[src/rtl/i2c_bus_watch_pkg.sv]
package i2c_bus_watch_pkg;
  localparam int NUM_FLAGS = 4;
  localparam int FLG_START = 0;
  localparam int FLG_STOP  = 1;
  localparam int FLG_BERR  = 2;
  localparam int FLG_TOUT  = 3;
endpackage

[src/rtl/bw_line_sync.sv]
module bw_line_sync #(
  parameter int WIDTH  = 2,
  parameter int STAGES = 2
) (
  input  logic             clk,
  input  logic             rst_n,
  input  logic [WIDTH-1:0] d,
  output logic [WIDTH-1:0] q
);
  logic [WIDTH-1:0] stage_q [STAGES];

  genvar s;
  generate
    for (s = 0; s < STAGES; s++) begin : g_stage
      logic [WIDTH-1:0] stage_d;
      if (s == 0) begin : g_first
        always_comb stage_d = d;
      end else begin : g_next
        always_comb stage_d = stage_q[s-1];
      end
      // Idle bus level is high on both wires.
      always_ff @(posedge clk or negedge rst_n) begin
        if (!rst_n) stage_q[s] <= '1;
        else        stage_q[s] <= stage_d;
      end
    end
  endgenerate

  assign q = stage_q[STAGES-1];
endmodule

[src/rtl/bw_cond_detect.sv]
module bw_cond_detect (
  input  logic clk,
  input  logic rst_n,
  input  logic scl,
  input  logic sda,
  output logic start_p,
  output logic stop_p,
  output logic scl_fall,
  output logic busy
);
  logic scl_q, sda_q, busy_q, busy_d;
  logic scl_stable_hi;

  always_comb begin
    scl_stable_hi = scl & scl_q;
    start_p  = scl_stable_hi & sda_q & ~sda;
    stop_p   = scl_stable_hi & ~sda_q & sda;
    scl_fall = scl_q & ~scl;
    busy_d   = busy_q;
    if (start_p)     busy_d = 1'b1;
    else if (stop_p) busy_d = 1'b0;
  end

  always_ff @(posedge clk or negedge rst_n) begin
    if (!rst_n) begin
      scl_q  <= 1'b1;
      sda_q  <= 1'b1;
      busy_q <= 1'b0;
    end else begin
      scl_q  <= scl;
      sda_q  <= sda;
      busy_q <= busy_d;
    end
  end

  assign busy = busy_q;

  AST_BUSY_AFTER_START: assert property (@(posedge clk) disable iff (!rst_n)
    start_p |=> busy);
  AST_IDLE_AFTER_STOP: assert property (@(posedge clk) disable iff (!rst_n)
    stop_p |=> !busy);
  AST_NO_DUAL_COND: assert property (@(posedge clk) disable iff (!rst_n)
    !(start_p && stop_p));
endmodule

[src/rtl/bw_hang_det.sv]
module bw_hang_det #(
  parameter int CNT_W = 4
) (
  input  logic clk,
  input  logic rst_n,
  input  logic tick,
  input  logic scl,
  input  logic sda,
  input  logic scl_fall,
  input  logic start_p,
  output logic hang
);
  localparam logic [CNT_W-1:0] CNT_MAX = '1;

  logic [CNT_W-1:0] cnt_q, cnt_d;
  logic hang_q, hang_d, wrap;

  always_comb begin
    wrap   = tick & scl & ~scl_fall & (cnt_q == CNT_MAX);
    cnt_d  = cnt_q;
    if (scl_fall)         cnt_d = '0;
    else if (tick && scl) cnt_d = cnt_q + 1'b1;
    hang_d = hang_q;
    if (start_p)          hang_d = 1'b0;
    else if (wrap && !sda) hang_d = 1'b1;
  end

  always_ff @(posedge clk or negedge rst_n) begin
    if (!rst_n) begin
      cnt_q  <= '0;
      hang_q <= 1'b0;
    end else begin
      cnt_q  <= cnt_d;
      hang_q <= hang_d;
    end
  end

  assign hang = hang_q;

  AST_CNT_ZERO_AFTER_FALL: assert property (@(posedge clk) disable iff (!rst_n)
    scl_fall |=> (cnt_q == '0));
  AST_HANG_CLEARED_BY_START: assert property (@(posedge clk) disable iff (!rst_n)
    start_p |=> !hang);
endmodule

[src/rtl/bw_timeout.sv]
module bw_timeout #(
  parameter int TO_W = 10
) (
  input  logic            clk,
  input  logic            rst_n,
  input  logic            tick,
  input  logic            rearm,
  input  logic [TO_W-1:0] limit,
  output logic            hit
);
  logic [TO_W-1:0] cnt_q, cnt_d;
  logic fired_q, fired_d, enabled, at_end;

  always_comb begin
    enabled = (limit != '0);
    at_end  = (cnt_q >= limit - 1'b1);
    hit     = tick & enabled & ~fired_q & ~rearm & at_end;
    cnt_d   = cnt_q;
    fired_d = fired_q;
    if (rearm) begin
      cnt_d   = '0;
      fired_d = 1'b0;
    end else if (tick && enabled && !fired_q) begin
      if (at_end) begin
        cnt_d   = '0;
        fired_d = 1'b1;
      end else begin
        cnt_d = cnt_q + 1'b1;
      end
    end
  end

  always_ff @(posedge clk or negedge rst_n) begin
    if (!rst_n) begin
      cnt_q   <= '0;
      fired_q <= 1'b0;
    end else begin
      cnt_q   <= cnt_d;
      fired_q <= fired_d;
    end
  end

  AST_TO_DISABLED_QUIET: assert property (@(posedge clk) disable iff (!rst_n)
    (limit == '0) |-> !hit);
endmodule

[src/rtl/bw_flag_bank.sv]
module bw_flag_bank #(
  parameter int N = 4
) (
  input  logic         clk,
  input  logic         rst_n,
  input  logic [N-1:0] set,
  input  logic [N-1:0] clr,
  input  logic [N-1:0] en,
  output logic [N-1:0] flags,
  output logic         irq
);
  logic [N-1:0] flag_q, flag_d;

  genvar i;
  generate
    for (i = 0; i < N; i++) begin : g_flag
      always_comb flag_d[i] = set[i] | (flag_q[i] & ~clr[i]);

      AST_FLAG_HOLDS: assert property (@(posedge clk) disable iff (!rst_n)
        (flag_q[i] && !clr[i]) |=> flag_q[i]);
      AST_FLAG_HAS_CAUSE: assert property (@(posedge clk) disable iff (!rst_n)
        $rose(flag_q[i]) |-> $past(set[i]));
    end
  endgenerate

  always_ff @(posedge clk or negedge rst_n) begin
    if (!rst_n) flag_q <= '0;
    else        flag_q <= flag_d;
  end

  assign flags = flag_q;
  assign irq   = |(flag_q & en);
endmodule

[src/rtl/i2c_bus_watch.sv]
module i2c_bus_watch
  import i2c_bus_watch_pkg::*;
#(
  parameter int TO_W   = 10,
  parameter int HANG_W = 4,
  parameter int SYNC_N = 2
) (
  input  logic                 clk,
  input  logic                 rst_n,
  input  logic                 scl_in,
  input  logic                 sda_in,
  input  logic                 samp_tick,
  input  logic                 in_frame,
  input  logic                 to_tick,
  input  logic [TO_W-1:0]      to_limit,
  input  logic [NUM_FLAGS-1:0] irq_en,
  input  logic [NUM_FLAGS-1:0] flag_clr,
  output logic [NUM_FLAGS-1:0] evt_flags,
  output logic                 bus_busy,
  output logic                 bus_hang,
  output logic                 irq
);
  logic [1:0] line_s;
  logic scl_s, sda_s;
  logic start_p, stop_p, scl_fall, to_hit, rearm;
  logic [NUM_FLAGS-1:0] flag_set;

  bw_line_sync #(.WIDTH(2), .STAGES(SYNC_N)) i_sync (
    .clk(clk), .rst_n(rst_n), .d({scl_in, sda_in}), .q(line_s));

  assign scl_s = line_s[1];
  assign sda_s = line_s[0];

  bw_cond_detect i_cond (
    .clk(clk), .rst_n(rst_n), .scl(scl_s), .sda(sda_s),
    .start_p(start_p), .stop_p(stop_p), .scl_fall(scl_fall), .busy(bus_busy));

  bw_hang_det #(.CNT_W(HANG_W)) i_hang (
    .clk(clk), .rst_n(rst_n), .tick(samp_tick), .scl(scl_s), .sda(sda_s),
    .scl_fall(scl_fall), .start_p(start_p), .hang(bus_hang));

  assign rearm = |flag_clr;

  bw_timeout #(.TO_W(TO_W)) i_tout (
    .clk(clk), .rst_n(rst_n), .tick(to_tick), .rearm(rearm),
    .limit(to_limit), .hit(to_hit));

  always_comb begin
    flag_set            = '0;
    flag_set[FLG_START] = start_p;
    flag_set[FLG_STOP]  = stop_p;
    flag_set[FLG_BERR]  = (start_p | stop_p) & in_frame;
    flag_set[FLG_TOUT]  = to_hit;
  end

  bw_flag_bank #(.N(NUM_FLAGS)) i_flags (
    .clk(clk), .rst_n(rst_n), .set(flag_set), .clr(flag_clr),
    .en(irq_en), .flags(evt_flags), .irq(irq));

  AST_TOUT_NEEDS_LIMIT: assert property (@(posedge clk) disable iff (!rst_n)
    $rose(evt_flags[FLG_TOUT]) |-> ($past(to_limit) != '0));
  AST_BERR_ONLY_IN_FRAME: assert property (@(posedge clk) disable iff (!rst_n)
    $rose(evt_flags[FLG_BERR]) |-> $past(in_frame));
  AST_START_FLAG_SEEN: assert property (@(posedge clk) disable iff (!rst_n)
    start_p |=> evt_flags[FLG_START]);
endmodule

[config.mk]
export PLATFORM = sky130hd
export DESIGN_NAME = i2c_bus_watch
export DESIGN_NICKNAME = d
export VERILOG_FILES = /design/src/rtl/i2c_bus_watch_pkg.sv /design/src/rtl/bw_line_sync.sv /design/src/rtl/bw_cond_detect.sv /design/src/rtl/bw_hang_det.sv /design/src/rtl/bw_timeout.sv /design/src/rtl/bw_flag_bank.sv /design/src/rtl/i2c_bus_watch.sv
export SDC_FILE = /design/constraint.sdc
export NUM_CORES = 1
export LEC_CHECK = 0
export BUFFER_PORTS_ARGS = -buffer_cell sky130_fd_sc_hd__buf_2
export CAP_MARGIN = 20
export CORE_AREA = 4 4 61 68
export CTS_BUF_LIST = sky130_fd_sc_hd__clkbuf_4
export DETAILED_ROUTE_END_ITERATION = 7
export DIE_AREA = 0 0 65 72
export PLACE_DENSITY = 0.72
export SETUP_SLACK_MARGIN = 0.05
export SYNTH_ARGS = -nofsm -noshare
export SYNTH_HDL_FRONTEND = slang
export SYNTH_SLANG_ARGS = --single-unit
export TNS_END_PERCENT = 30
[constraint.sdc]
create_clock -name clk -period 2.25 [get_ports clk]
set_input_delay 0.1125 -clock clk [delete_from_list [all_inputs] [get_ports clk]]
set_output_delay 0.1125 -clock clk [all_outputs]
set_load 0.01 [all_outputs]
# [After elaboration in Yosys (flattened, before gate mapping)]
# Index checks and enable logic that the tools add are counted.
[op_classes] order_cmp=1 add_sub_neg=3 n_reduce_logical=15 eq_ne=1 n_mux=12 n_bitwise=34
[ops] op="10-bit two-way mux" n=3
[ops] op="1-bit AND" n=18
[ops] op="10-bit by 1-bit adder with 10-bit output (second input constant)" n=1
[ops] op="10-bit greater-or-equal comparator" n=1
[ops] op="1-bit inverter" n=10
[ops] op="10-bit nonzero test" n=1
[ops] op="2-bit nonzero test" n=5
[ops] op="10-bit by 1-bit subtractor with 10-bit output (second input constant)" n=1
[ops] op="4-bit two-way mux" n=2
[ops] op="4-bit OR reduction" n=2
[ops] op="1-bit two-way mux" n=7
[ops] op="1-bit OR" n=5
[ops] op="4-bit by 1-bit adder with 4-bit output (second input constant)" n=1
[ops] op="4-bit AND" n=1
[ops] op="4-bit equality test (second input constant)" n=1
[ops] op="1-bit logical AND" n=4
[ops] op="1-bit zero test" n=2
[ops] op="2-bit AND reduction" n=1
[word_totals] regBits=27 wordCells=76 input_bits=25 out_inout_bits=7

# [Longest topological paths before layout]
# Gate-level depths: netlist of run 1.
[depth] ltp_word=8 mapped_depth=12 ltp_nobuf=11

# [Cells and area by module]
# A second synthesis of run 1 with hierarchy kept.
[unflattened] cells_unflattened=157 hier_area_um2=1585.3
[by_module_without_submodules] mod="bw_timeout" cells_per_inst=103 seq_area_each_um2=275.3 instances=1 area_each_um2=953.4
[by_module_without_submodules] mod="bw_hang_det" cells_per_inst=22 seq_area_each_um2=125.1 instances=1 area_each_um2=229.0
[by_module_without_submodules] mod="bw_flag_bank" cells_per_inst=15 seq_area_each_um2=100.1 instances=1 area_each_um2=165.2
[by_module_without_submodules] mod="bw_cond_detect" cells_per_inst=11 seq_area_each_um2=77.6 instances=1 area_each_um2=117.6
[by_module_without_submodules] mod="bw_line_sync" cells_per_inst=4 seq_area_each_um2=105.1 instances=1 area_each_um2=105.1
[by_module_without_submodules] mod="i2c_bus_watch" cells_per_inst=2 seq_area_each_um2=0.0 instances=1 area_each_um2=15.0

# [Least setup slack after synthesis of run 1]
# OpenSTA, ideal clock, no wires.
[synth_path] path_kind="input -> register" start="input port to_limit[0]" end="register i_flags.flag_q[3], in the netlist i_flags.flags[3]" path_slack_ns=-0.195 required_ns=2.107 setup_ns=0.143 cell_stages=12 t_arrival_ns=2.301 n_path_buf=1 cell_sequence="inv_1 ha_1 or4b_4 nor4_1 xnor2_1 ha_1 o21ai_0 nor2_1 a211oi_1 buf_2 and2_1 o22ai_1"
[synth_between] elab_chain_cells=6 word_cells_on_any_way=8 classes_between="add/sub (1); order compare (1); bitwise (5); reduce/logical (1)"
[synth_lines] item="start: declaration" line="i2c_bus_watch.sv:15" source="input logic [TO_W-1:0] to_limit,"
[synth_lines] item="branches (longest 4 deep; another with 10-bit by 1-bit subtractor with 10-bit output)"
[synth_lines] item="1-bit AND *" line="bw_timeout.sv:17" source="hit = tick & enabled & ~fired_q & ~rearm & at_end;"
[synth_lines] item="1-bit OR *" line="bw_flag_bank.sv:17" source="always_comb flag_d[i] = set[i] | (flag_q[i] & ~clr[i]);"
[synth_lines] item="named net i_flags.flag_d[3]" line="bw_flag_bank.sv:12" source="logic [N-1:0] flag_q, flag_d;"
[synth_lines] item="end signal: assignment" line="bw_flag_bank.sv:28" source="else flag_q <= flag_d;"
[synth_lines] item="end: declaration" line="bw_flag_bank.sv:12"
# Mark *: on every way through the listed nets, which the timed path passes.
# A chain may end at the register's enable or synchronous reset.

# [Worst setup path after layout of run 1]
[layout_path] start="input port to_limit[0]" end="register i_tout.cnt_q[3]"
[layout_between] elab_chain_cells=5 word_cells_on_any_way=9 classes_between="add/sub (1); order compare (1); mux (3); reduce/logical (4)"
[layout_lines] item="10-bit by 1-bit subtractor with 10-bit output" line="bw_timeout.sv:16" source="at_end = (cnt_q >= limit - 1'b1);"
[layout_lines] item="10-bit greater-or-equal comparator" line="bw_timeout.sv:16"
[layout_lines] item="10-bit two-way mux" line="bw_timeout.sv:24" source="if (at_end) begin"
[layout_lines] item="10-bit two-way mux" line="bw_timeout.sv:23" source="end else if (tick && enabled && !fired_q) begin"
[layout_lines] item="10-bit two-way mux" line="bw_timeout.sv:20" source="if (rearm) begin"
[layout_lines] item="end signal: assignment" line="bw_timeout.sv:38" source="cnt_q <= cnt_d;"
[layout_lines] item="end: declaration" line="bw_timeout.sv:11" source="logic [TO_W-1:0] cnt_q, cnt_d;"
# Several ways; a longest one is shown, not always the timed one. The select of a mux whose other input is x is not followed.

==> out/qor.txt, run 1 <==
Outcome: completed
DR top layer: met4
Fin area: 2210 um^2
Number of iterations in the first detailed-routing pass: 4
Max Cap Viol: 0
Crit path buffers/inverters: 3
WL/cell: 14.3 um
1st-iter DRT viols: 58
Period utilisation layout: 96.5%
Clock root cell: clkbuf_4
WL met2: 2110 um
CP Max Fanout: 5
CTS Buffer Depth: 2
DRC Markers: 0
Clock latency on the worst-skew pair: 0.32 ns
Synthesis warning total: 0
Synth cell types: 43
Layout cell share with drive strength beyond 1: 36.8%
Min-delay src: in_frame
Die area: 4680 um^2
Critical Path AT: 2.39 ns
Post-Synth Adder-Cell Area: 9.77%
Non-filler cells, final: 281
Global-route wire length before repair: 6840 um
Fmax: 0.461 GHz
Placed cells: 267
Chip width: 65 um
Slew Viols, Final: 0
Routability congestion estimate: 0.815
Synth Area in Compound Gates: 18.0%
WS Path Type: primary input to flip-flop
GR Overflow Total: 0
Row Count: 23
Vias: 1,559
Max-slew headroom: 61.8%
H-tree depth: 1
WHS Path Cells: 3
Fin crit period: 2.17 ns
Final ANT Viol Nets: 0
Synthesis-to-finish area growth: 32.7%
Final net count: 270
# setup viols final: 0
Seq cells post-synth: 27
Yosys top cell area share: 31.6%
Max IR drop VDD: 0.226 mV
Asr flop ratio synth: 100%
Via density: 5.55
Hold Crit Class: primary input to flip-flop
Inserted Clock Buffers: 3
Initial Util: 47.0%
Cell Pwr Density: 411 nW/um^2
Clk_skew: 0.00480 ns
Sink Count: 27
Largest net degree at the start of global routing: 28
Worst hold margin: 0.0748 ns
Worst-margin pin slew: 0.574 ns
Syn nets: 209
TritonCTS clock tree: done
Number of I/O pins: 32
Crit path max-delay family: simple AND/OR/NAND/NOR gates
EDFF count, synth: 0
Core area: 3540 um^2
R2R depth: 8
Synth Flop Type: dfrtp_1
Die Y: 72 um
Design Power: 0.908 mW
R2R setup slack: 0.26 ns
Syn Std Cell Area: 1660 um^2
RSZ-0062 raised after global routing: true
DP Wirelength: 3140 um
Final Hold Vio Count: 0
Drt total wl: 4020 um
Initial antenna violation count: 0
Met1 wire length: 1590 um
Vias in the first global route: 1,605
Worst Hold Path EP: i_flags.flags[2]
Sequential area share after synthesis: 41.1%
Worst reg2reg path startpoint: i_tout.cnt_q[0]
Cells after Synth: 171
Placed inst area: 2040 um^2
Mux contribution to synthesized area: 1.28%
Ant diodes: 0
Element type at the critical path start: primary input
Clock transition at path regs: 0.14 ns
Pleak: 1.02 nW
Area leader, netlist: dfrtp_1
Port Buffers: 31
Met3 wire len: 204 um
Synth area leaders: dfrtp_1, ha_1, dfstp_2, xnor2_1, nand2_1
Mapped Avg Cell Area: 9.73 um^2
Worst r2r dst: i_tout.cnt_q[3]
Required time of the critical path: 2.47 ns
GRT Total Usage: 18.4%
Most common cell after layout, fill and taps aside: buf_2
Final Util: 62.4%
Highest-count cells in the layout ignoring fill and taps: buf_2, dfrtp_1, buf_4
Cells along the critical path: buf_8 -> inv_6 -> ha_4 -> or4b_4 -> nor4_4 -> xnor2_1 -> ha_2 -> nand4_1 -> nor2_2 -> a211oi_2 -> buf_4 -> and3_4 -> a22o_1
Xor/xnor cell area share of the yosys netlist: 5.79%
Max stage delay on crit path: 0.50 ns
Simple-gate portion of the synthesized area: 21.1%
Largest family of logic cells by synthesized area: simple AND/OR/NAND/NOR gates
CP Capture Type: flip-flop
Worst path slowest cell: or4b_4
==> power by group <==
group	switching, mW	leakage, nW	internal, mW	total (mW)
Combinational	0.0755	0.654	0.0893	0.165
Sequential	0.0218	0.348	0.510	0.531
Clock	0.140	0.0183	0.0722	0.212
==> routing by layer <==
layer / GRT usage [%] / up-vias
met1: 20.7 / 731
met5: 0 / -
met3: 2.79 / 9
met4: 7.75 / 0
li1: - / 760
met2: 34.3 / 59
==> final cells by class <==
class                      count  area, um^2
clock buffer                   3        22.5
clock inverter                 1        8.76
fill                         307        1330
inverter                       8        35.0
multi-input combinational    132         988
sequential                    27         683
tap                           50        62.6
timing repair buffer          60         408
==> sequential cells by signal (all words and copies together) (netlist names) <==
signal and count:
i_cond.scl_q 1, i_sync.g_stage.stage_d 2, i_hang.hang 1, i_flags.flags 4, i_cond.sda_q 1, i_tout.cnt_q 10, i_cond.busy 1, i_sync.q 2
i_hang.cnt_q 4, i_tout.fired_q 1
==> cell families after synthesis <==
family	count (synthesis)
fa+ha+maj	13
xor+xnor	11
flops	27
buf+inv	12
simple gates	65
mux	2
compound gates	41
==> per-stage QoR <==
stage	worst slack, ns	setup TNS (ns)
global placement	-0.194	-1.87
CTS	0.102	0
finish	0.0796	0
detailed placement	-0.246	-2.56
floorplan	0.0574	0
global route	-0.0532	-0.247
==> tightest hold or removal path: stages <==
cell     delay [ns]
buf_2          0.09
nand3_1        0.08
o22ai_1        0.07
==> Yosys cell counts (4+ instances only) <==
cell type / number
inv_1: 8
nand2_1: 15
a22o_1: 6
ha_1: 13
nor2_1: 12
o21ai_0: 10
xnor2_1: 8
nand4_1: 8
dfrtp_1: 21
nor3_1: 4
nand3_1: 8
dfstp_2: 6
==> worst max path at each step <==
stage,startpoint,end,depth (start not counted)
2_1_floorplan,to_limit[0],i_tout.cnt_q[6],12
3_3_place_gp,to_limit[0],i_tout.cnt_q[5],11
3_5_place_dp,to_limit[0],i_tout.cnt_q[3],11
4_1_cts,to_limit[0],i_tout.cnt_q[8],13
5_1_grt,to_limit[0],i_tout.cnt_q[4],13
6_report,to_limit[0],i_tout.cnt_q[3],13
==> repair_timing <==
action / 4_1_cts / 5_1_grt
hold buffers: 6 / 1
endpoints found under the setup margin: 0 / 10
resized for setup: 0 / 14
hold endpoints to repair: 26 / 1
buffers inserted: 0 / 2
Power figures use the tool's default switching activity.
==> run 2: changes to the inputs <==
--- a/config.mk
+++ b/config.mk
@@ -7,11 +7,11 @@
 export LEC_CHECK = 0
 export BUFFER_PORTS_ARGS = -buffer_cell sky130_fd_sc_hd__buf_2
 export CAP_MARGIN = 20
-export CORE_AREA = 4 4 61 68
+export CORE_AREA = 4 4 58 65
 export CTS_BUF_LIST = sky130_fd_sc_hd__clkbuf_4
 export DETAILED_ROUTE_END_ITERATION = 7
-export DIE_AREA = 0 0 65 72
-export PLACE_DENSITY = 0.72
+export DIE_AREA = 0 0 62 69
+export PLACE_DENSITY = 0.78
 export SETUP_SLACK_MARGIN = 0.05
 export SYNTH_ARGS = -nofsm -noshare
 export SYNTH_HDL_FRONTEND = slang
==> out/qor.txt, run 2 (synthesis gave the netlist of run 1 again) <==
Number of I/O pins: 32 (unchanged)
Number of cells on the critical path: 13 (unchanged)
Die Y: 69 um (-4.2%)
Worst r2r dst: i_tout.cnt_q[9]
Clk_skew: 0.0122 ns (+0.00740 ns)
Max-slew headroom: 62.7% (+0.96 points)
R2R setup slack: 0.26 ns (about the same)
Cells along the critical path: buf_2 -> inv_4 -> ha_4 -> or4b_4 -> nor4_4 -> xnor2_1 -> ha_1 -> o21ai_1 -> nor2_1 -> a211oi_2 -> buf_4 -> nand3_1 -> o211ai_1
Clock transition at path regs: 0.14 ns (about the same)
Max Cap Viol: 0 (unchanged)
Vias: 1,538 (-1.3%)
Non-filler cells, final: 259 (-7.8%)
TritonCTS clock tree: done
Drt total wl: 3830 um (-4.7%)
Critical Path AT: 2.39 ns (about the same)
Chip width: 62 um (-4.6%)
WHS Path Cells: 3 (unchanged)
Final ANT Viol Nets: 0 (unchanged)
Max FFs per register: 10 (unchanged)
WS Path Type: primary input to flip-flop
H-tree depth: 1 (unchanged)
Placed cells: 248 (-7.1%)
Sink Count: 27 (unchanged)
RSZ-0062 raised after global routing: true
CTS Buffer Depth: 2 (unchanged)
Critical path origin: to_limit[0]
Fin area: 2100 um^2 (-4.8%)
CP Max Fanout: 11 (+6)
Outcome: completed
Via density: 5.94 (+7.0%)
Placed inst area: 2000 um^2 (-2.1%)
Number of iterations in the first detailed-routing pass: 4 (unchanged)
WL/cell: 14.8 um (+3.4%)
Vias in the first global route: 1,569 (-2.2%)
Max stage delay on crit path: 0.50 ns (about the same)
Cell Pwr Density: 436 nW/um^2 (+6.0%)
Final net count: 264 (-2.2%)
Worst Setup EP: i_tout.cnt_q[9]
Port Buffers: 31 (unchanged)
Hold Crit Class: primary input to flip-flop
Required time of the critical path: 2.51 ns (+0.04 ns)
Worst hold margin: 0.0333 ns (-0.0416 ns)
Period utilisation layout: 94.7% (-1.8 points)
R2R depth: 8 (unchanged)
Initial antenna violation count: 0 (unchanged)
Max IR drop VDD: 0.390 mV (+72%)
Slew Viols, Final: 0 (unchanged)
Routability congestion estimate: 0.916 (+12%)
Row Count: 21 (-8.7%)
Layout cell share with drive strength beyond 1: 32.4% (-4.4 points)
DRC Markers: 0 (unchanged)
GR Overflow Total: 0 (unchanged)
1st-iter DRT viols: 77 (+33%)
Fin crit period: 2.13 ns (-0.0400 ns)
GRT Total Usage: 18.7% (+0.31 points)
DP Wirelength: 2990 um (-4.9%)
Crit path buffers/inverters: 3 (unchanged)
Ant diodes: 0 (unchanged)
Initial Util: 54.1% (+7.1 points)
CP Capture Type: flip-flop
Design Power: 0.916 mW (+0.88%)
Final TNS setup: 0 ns (unchanged)
Most common cell after layout, fill and taps aside: buf_2
Worst reg2reg path startpoint: i_tout.cnt_q[0]
Clock root cell: clkbuf_4
Clock latency on the worst-skew pair: 0.34 ns (+0.02 ns)
Element type at the critical path start: primary input
Final Hold Vio Count: 0 (unchanged)
Die area: 4280 um^2 (-8.6%)
Fmax: 0.469 GHz (+1.9%)
Worst-margin pin slew: 0.559 ns (-0.0143 ns)
Worst path slowest cell: or4b_4
# setup viols final: 0 (unchanged)
Pleak: 0.990 nW (-3.0%)
Highest-count cells in the layout ignoring fill and taps: buf_2, dfrtp_1, buf_4
Global-route wire length before repair: 6230 um (-9.0%)
Core area: 3070 um^2 (-13%)
Largest Register: i_tout.cnt_q
Largest net degree at the start of global routing: 28 (unchanged)
Synthesis-to-finish area growth: 26.3%
Inserted Clock Buffers: 3 (unchanged)
Crit path max-delay family: simple AND/OR/NAND/NOR gates
-- run 2: cell types whose count changed in the layout (fill, tap and decap cells not counted), sizes merged --
cell  previous run  this run
buf             53        47
-- run 2: how the worst min path moves through the flow --
stage / start / end / slack [ns]
after floorplan: rst_n / i_cond.busy / -0.18
after global placement: rst_n / i_hang.cnt_q[2] / 0.13
after global routing: in_frame / i_flags.flags[2] / 0.04
final: in_frame / i_flags.flags[2] / 0.03
after CTS: in_frame / i_flags.flags[2] / 0.03
after detailed placement: rst_n / i_hang.cnt_q[2] / 0.14
-- run 2: layout make-up --
| cell class | count | area [um^2] |
|---|---|---|
| Clock buffer | 3 | 22.5 |
| Clock inverter | 1 | 8.76 |
| Fill cell | 245 | 972 |
| Inverter | 8 | 32.5 |
| Multi-Input combinational cell | 132 | 967 |
| Sequential cell | 27 | 683 |
| Tap cell | 34 | 42.5 |
| Timing Repair Buffer | 54 | 345 |
-- run 2: routing by layer --
metal,vias to the layer above,global-route usage [%],part of all wire [%]
met2,46,34.4,52
met3,8,2.05,5.6
met5,-,0,0
met4,0,7.78,2.2
met1,737,20.2,40
li1,747,-,-
-- run 2: report_power, final --
group          leakage, nW  switching [mW]  total [mW]  internal (mW)
Combinational        0.623          0.0739       0.158         0.0844
Clock               0.0183           0.155       0.227         0.0728
Sequential           0.348          0.0211       0.531          0.510
-- run 2: per-stage QoR --
stage | setup slack, ns | util, %
final | 0.120 | 68.4
after global routing | 0.0273 | 68.4
after CTS | 0.0833 | 68.3
after detailed placement | -0.286 | 65.0
after global placement | -0.197 | 65.0
after floorplan | 0.0574 | -
-- run 2: worst min-delay path: stages --
cell and delay (ns):
buf_2 0.10, nand3_1 0.07, o22ai_1 0.06
-- run 2: what timing repair did --
action / CTS / global route
endpoints found under the hold margin: 27 / 0
hold buffers: 7 / 0
setup endpoints to repair: 0 / 8
resized for setup: 0 / 1
buffers inserted: 0 / 0
==> run 3: changes to the inputs <==
--- a/config.mk
+++ b/config.mk
@@ -5,15 +5,16 @@
 export SDC_FILE = /design/constraint.sdc
 export NUM_CORES = 1
 export LEC_CHECK = 0
-export BUFFER_PORTS_ARGS = -buffer_cell sky130_fd_sc_hd__buf_2
+export BUFFER_PORTS_ARGS = -buffer_cell sky130_fd_sc_hd__clkbuf_2
 export CAP_MARGIN = 20
-export CORE_AREA = 4 4 58 65
+export CORE_AREA = 4 4 57 64
 export CTS_BUF_LIST = sky130_fd_sc_hd__clkbuf_4
 export DETAILED_ROUTE_END_ITERATION = 7
-export DIE_AREA = 0 0 62 69
+export DIE_AREA = 0 0 61 68
 export PLACE_DENSITY = 0.78
 export SETUP_SLACK_MARGIN = 0.05
 export SYNTH_ARGS = -nofsm -noshare
 export SYNTH_HDL_FRONTEND = slang
+export SYNTH_HIERARCHICAL = 1
 export SYNTH_SLANG_ARGS = --single-unit
 export TNS_END_PERCENT = 30
==> out/qor.txt, run 3 <==
Commonest cells in the netlist: dfrtp_1, nor2_1, ha_1, xor2_1
Port Buffers: 31 (unchanged)
Die area: 4150 um^2 (-3.0%)
Global-route wire length before repair: 5780 um (-7.3%)
Required time of the critical path: 2.47 ns (-0.04 ns)
Hold Crit Class: primary input to flip-flop
Drt total wl: 3400 um (-11%)
Final Hold Vio Count: 0 (unchanged)
Max Cap Viol: 0 (unchanged)
Synth Flop Type: dfrtp_1
Critical Path AT: 2.31 ns (-0.08 ns)
# setup viols final: 0 (unchanged)
Slew Viols, Final: 0 (unchanged)
WL/cell: 14.3 um (-3.4%)
Pleak: 0.948 nW (-4.2%)
Routability congestion estimate: 0.856 (-6.6%)
Fmax: 0.481 GHz (+2.4%)
Inserted Clock Buffers: 3 (unchanged)
Final worst setup slack: 0.169 ns (+0.0495 ns)
Synthesis-to-finish area growth: 22.0%
CP Capture Type: flip-flop
CTS Buffer Depth: 2 (unchanged)
Via density: 5.71 (-3.8%)
Layout cell share with drive strength beyond 1: 30.4% (-2.1 points)
Sequential area share after synthesis: 43.1% (+2.0 points)
Outcome: completed
Design Power: 0.887 mW (-3.2%)
1st-iter DRT viols: 69 (-10%)
Asr flop ratio synth: 100% (unchanged)
Largest Register: i_tout/cnt_q
Fin crit period: 2.08 ns (-0.0495 ns)
Element type at the critical path start: primary input
Cell Pwr Density: 459 nW/um^2 (+5.2%)
Row Count: 21 (unchanged)
Chip width: 61 um (-1.6%)
GR Overflow Total: 0 (unchanged)
Die Y: 68 um (-1.4%)
CP Max Fanout: 4 (-7)
Number of iterations in the first detailed-routing pass: 4 (unchanged)
Most common cell after layout, fill and taps aside: clkbuf_2
WS Path Type: primary input to flip-flop
Syn nets: 195 (-6.7%)
Final ANT Viol Nets: 0 (unchanged)
Max-slew headroom: 57.5% (-5.2 points)
Clock latency on the worst-skew pair: 0.33 ns (about the same)
Highest-count cells in the layout ignoring fill and taps: clkbuf_2, dfrtp_1, nor2_1
Clock transition at path regs: 0.14 ns (about the same)
Seq cells post-synth: 27 (unchanged)
Area leader, netlist: dfrtp_1
Period utilisation layout: 92.5% (-2.2 points)
EDFF count, synth: 0 (unchanged)
Yosys top cell area share: 33.1% (+1.6 points)
RSZ-0062 raised after global routing: false
Max FFs per register: 10 (unchanged)
Clk_skew: 0.00913 ns (-0.00307 ns)
Max IR drop VDD: 0.353 mV (-9.5%)
DP Wirelength: 2750 um (-8.1%)
Worst-margin pin slew: 0.638 ns (+0.0786 ns)
Pre-CTS setup slack: -0.139 ns (+0.147 ns)
Mapped Avg Cell Area: 10.1 um^2 (+3.8%)
Most frequent cell after synthesis: dfrtp_1
TritonCTS clock tree: done
Cells after Synth: 157 (-8.2%)
Vias: 1,359 (-12%)
Core area: 3000 um^2 (-2.6%)
GRT Total Usage: 18.5% (-0.27 points)
Vias in the first global route: 1,344 (-14%)
Synth cell types: 38 (-12%)
H-tree depth: 1 (unchanged)
Initial Util: 52.9% (-1.2 points)
Synthesis warning total: 6 (+6)
Final net count: 243 (-8.0%)
Clock root cell: clkbuf_4
Sink Count: 27 (unchanged)
DRC Markers: 0 (unchanged)
Synth area leaders: dfrtp_1, ha_1, dfstp_2, xor2_1, nor2_1
Syn Std Cell Area: 1590 um^2 (-4.7%)
Initial antenna violation count: 0 (unchanged)
Largest net degree at the start of global routing: 28 (unchanged)
Number of I/O pins: 32 (unchanged)
Ant diodes: 0 (unchanged)
run 3: power by group:
part | internal [mW] | switching (mW)
Combinational | 0.0667 | 0.0763
Sequential | 0.511 | 0.0177
Clock | 0.0816 | 0.134
Total | 0.659 | 0.228
run 3: worst paths after layout:
| check | startpoint | endpoint | slack, ns | depth (start not counted) |
|---|---|---|---|---|
| max in group asynchronous | rst_n | i_tout/cnt_q[2] | 1.51 | 2 |
| worst min register to register | i_sync/g_stage[1].stage_d[1] | i_sync/q[1] | 0.37 | 0 |
| worst max register to register | i_tout/cnt_q[7] | i_flags/flags[3] | 0.18 | 7 |
| min in group asynchronous | rst_n | i_hang/cnt_q[2] | 0.32 | 2 |
| worst max-delay path | to_limit[5] | i_flags/flags[3] | 0.17 | 11 |
| worst min-delay path | samp_tick | i_hang/cnt_q[1] | 0.06 | 3 |
run 3: final cells by class:
class | instances | area (um^2)
Fill cell | 263 | 1060
Multi-Input combinational cell | 119 | 877
Sequential cell | 27 | 683
Timing Repair Buffer | 45 | 268
Tap cell | 34 | 42.5
Inverter | 9 | 33.8
Clock buffer | 4 | 30.0
run 3: per-stage QoR:
step	util (%)	hold slack, ns	std cells	setup TNS, ns	area, um^2
final	64.6	0.0558	238	0	1930
after global placement	61.7	0.149	230	-0.00925	1850
after detailed placement	61.7	0.165	230	-0.927	1850
after global routing	64.6	0.0466	238	0	1930
after floorplan	-	-0.183	157	0	1590
after CTS	63.7	0.0467	237	0	1910
run 3: cells by family (layout without fill, tap and decap cells):
logic type | count (synthesis) | count (layout) | share of synthesized area, %
and+or+nand+nor | 55 | 55 | 18.6
AOI/OAI and AO/OA | 34 | 34 | 15.5
DFF | 27 | 27 | 43.1
xor gates and xnor gates | 17 | 17 | 9.39
adders and majority gates | 13 | 13 | 10.3
buffers and inverters | 11 | 58 | 3.08
run 3: what timing repair did:
| action | in CTS | in global routing |
|---|---|---|
| hold buffers | 3 | 0 |
| setup buffers | 0 | 1 |
| hold endpoints to repair | 23 | 0 |
| gates resized for setup | 0 | 4 |
| setup endpoints to repair | 0 | 1 |
run 3: critical path, cell delays in order:
cell      delay, ns
clkbuf_2       0.11
nor4_4         0.31
nand3b_1       0.13
xor2_1         0.16
ha_1           0.31
a211oi_2       0.25
nor2_1         0.08
nor4_2         0.42
nand2b_4       0.21
nor2_1         0.04
a21o_1         0.17
run 3: layer usage:
metal  part of all wire (%)  wire length [um]  vias up  track usage, %
met5                      0                 0        -               0
met4                    2.4                81        0            7.86
met3                    5.3               181        7            1.89
met2                     50              1720       44            34.0
met1                     42              1420      648            21.3
li1                       -                 -      660               -
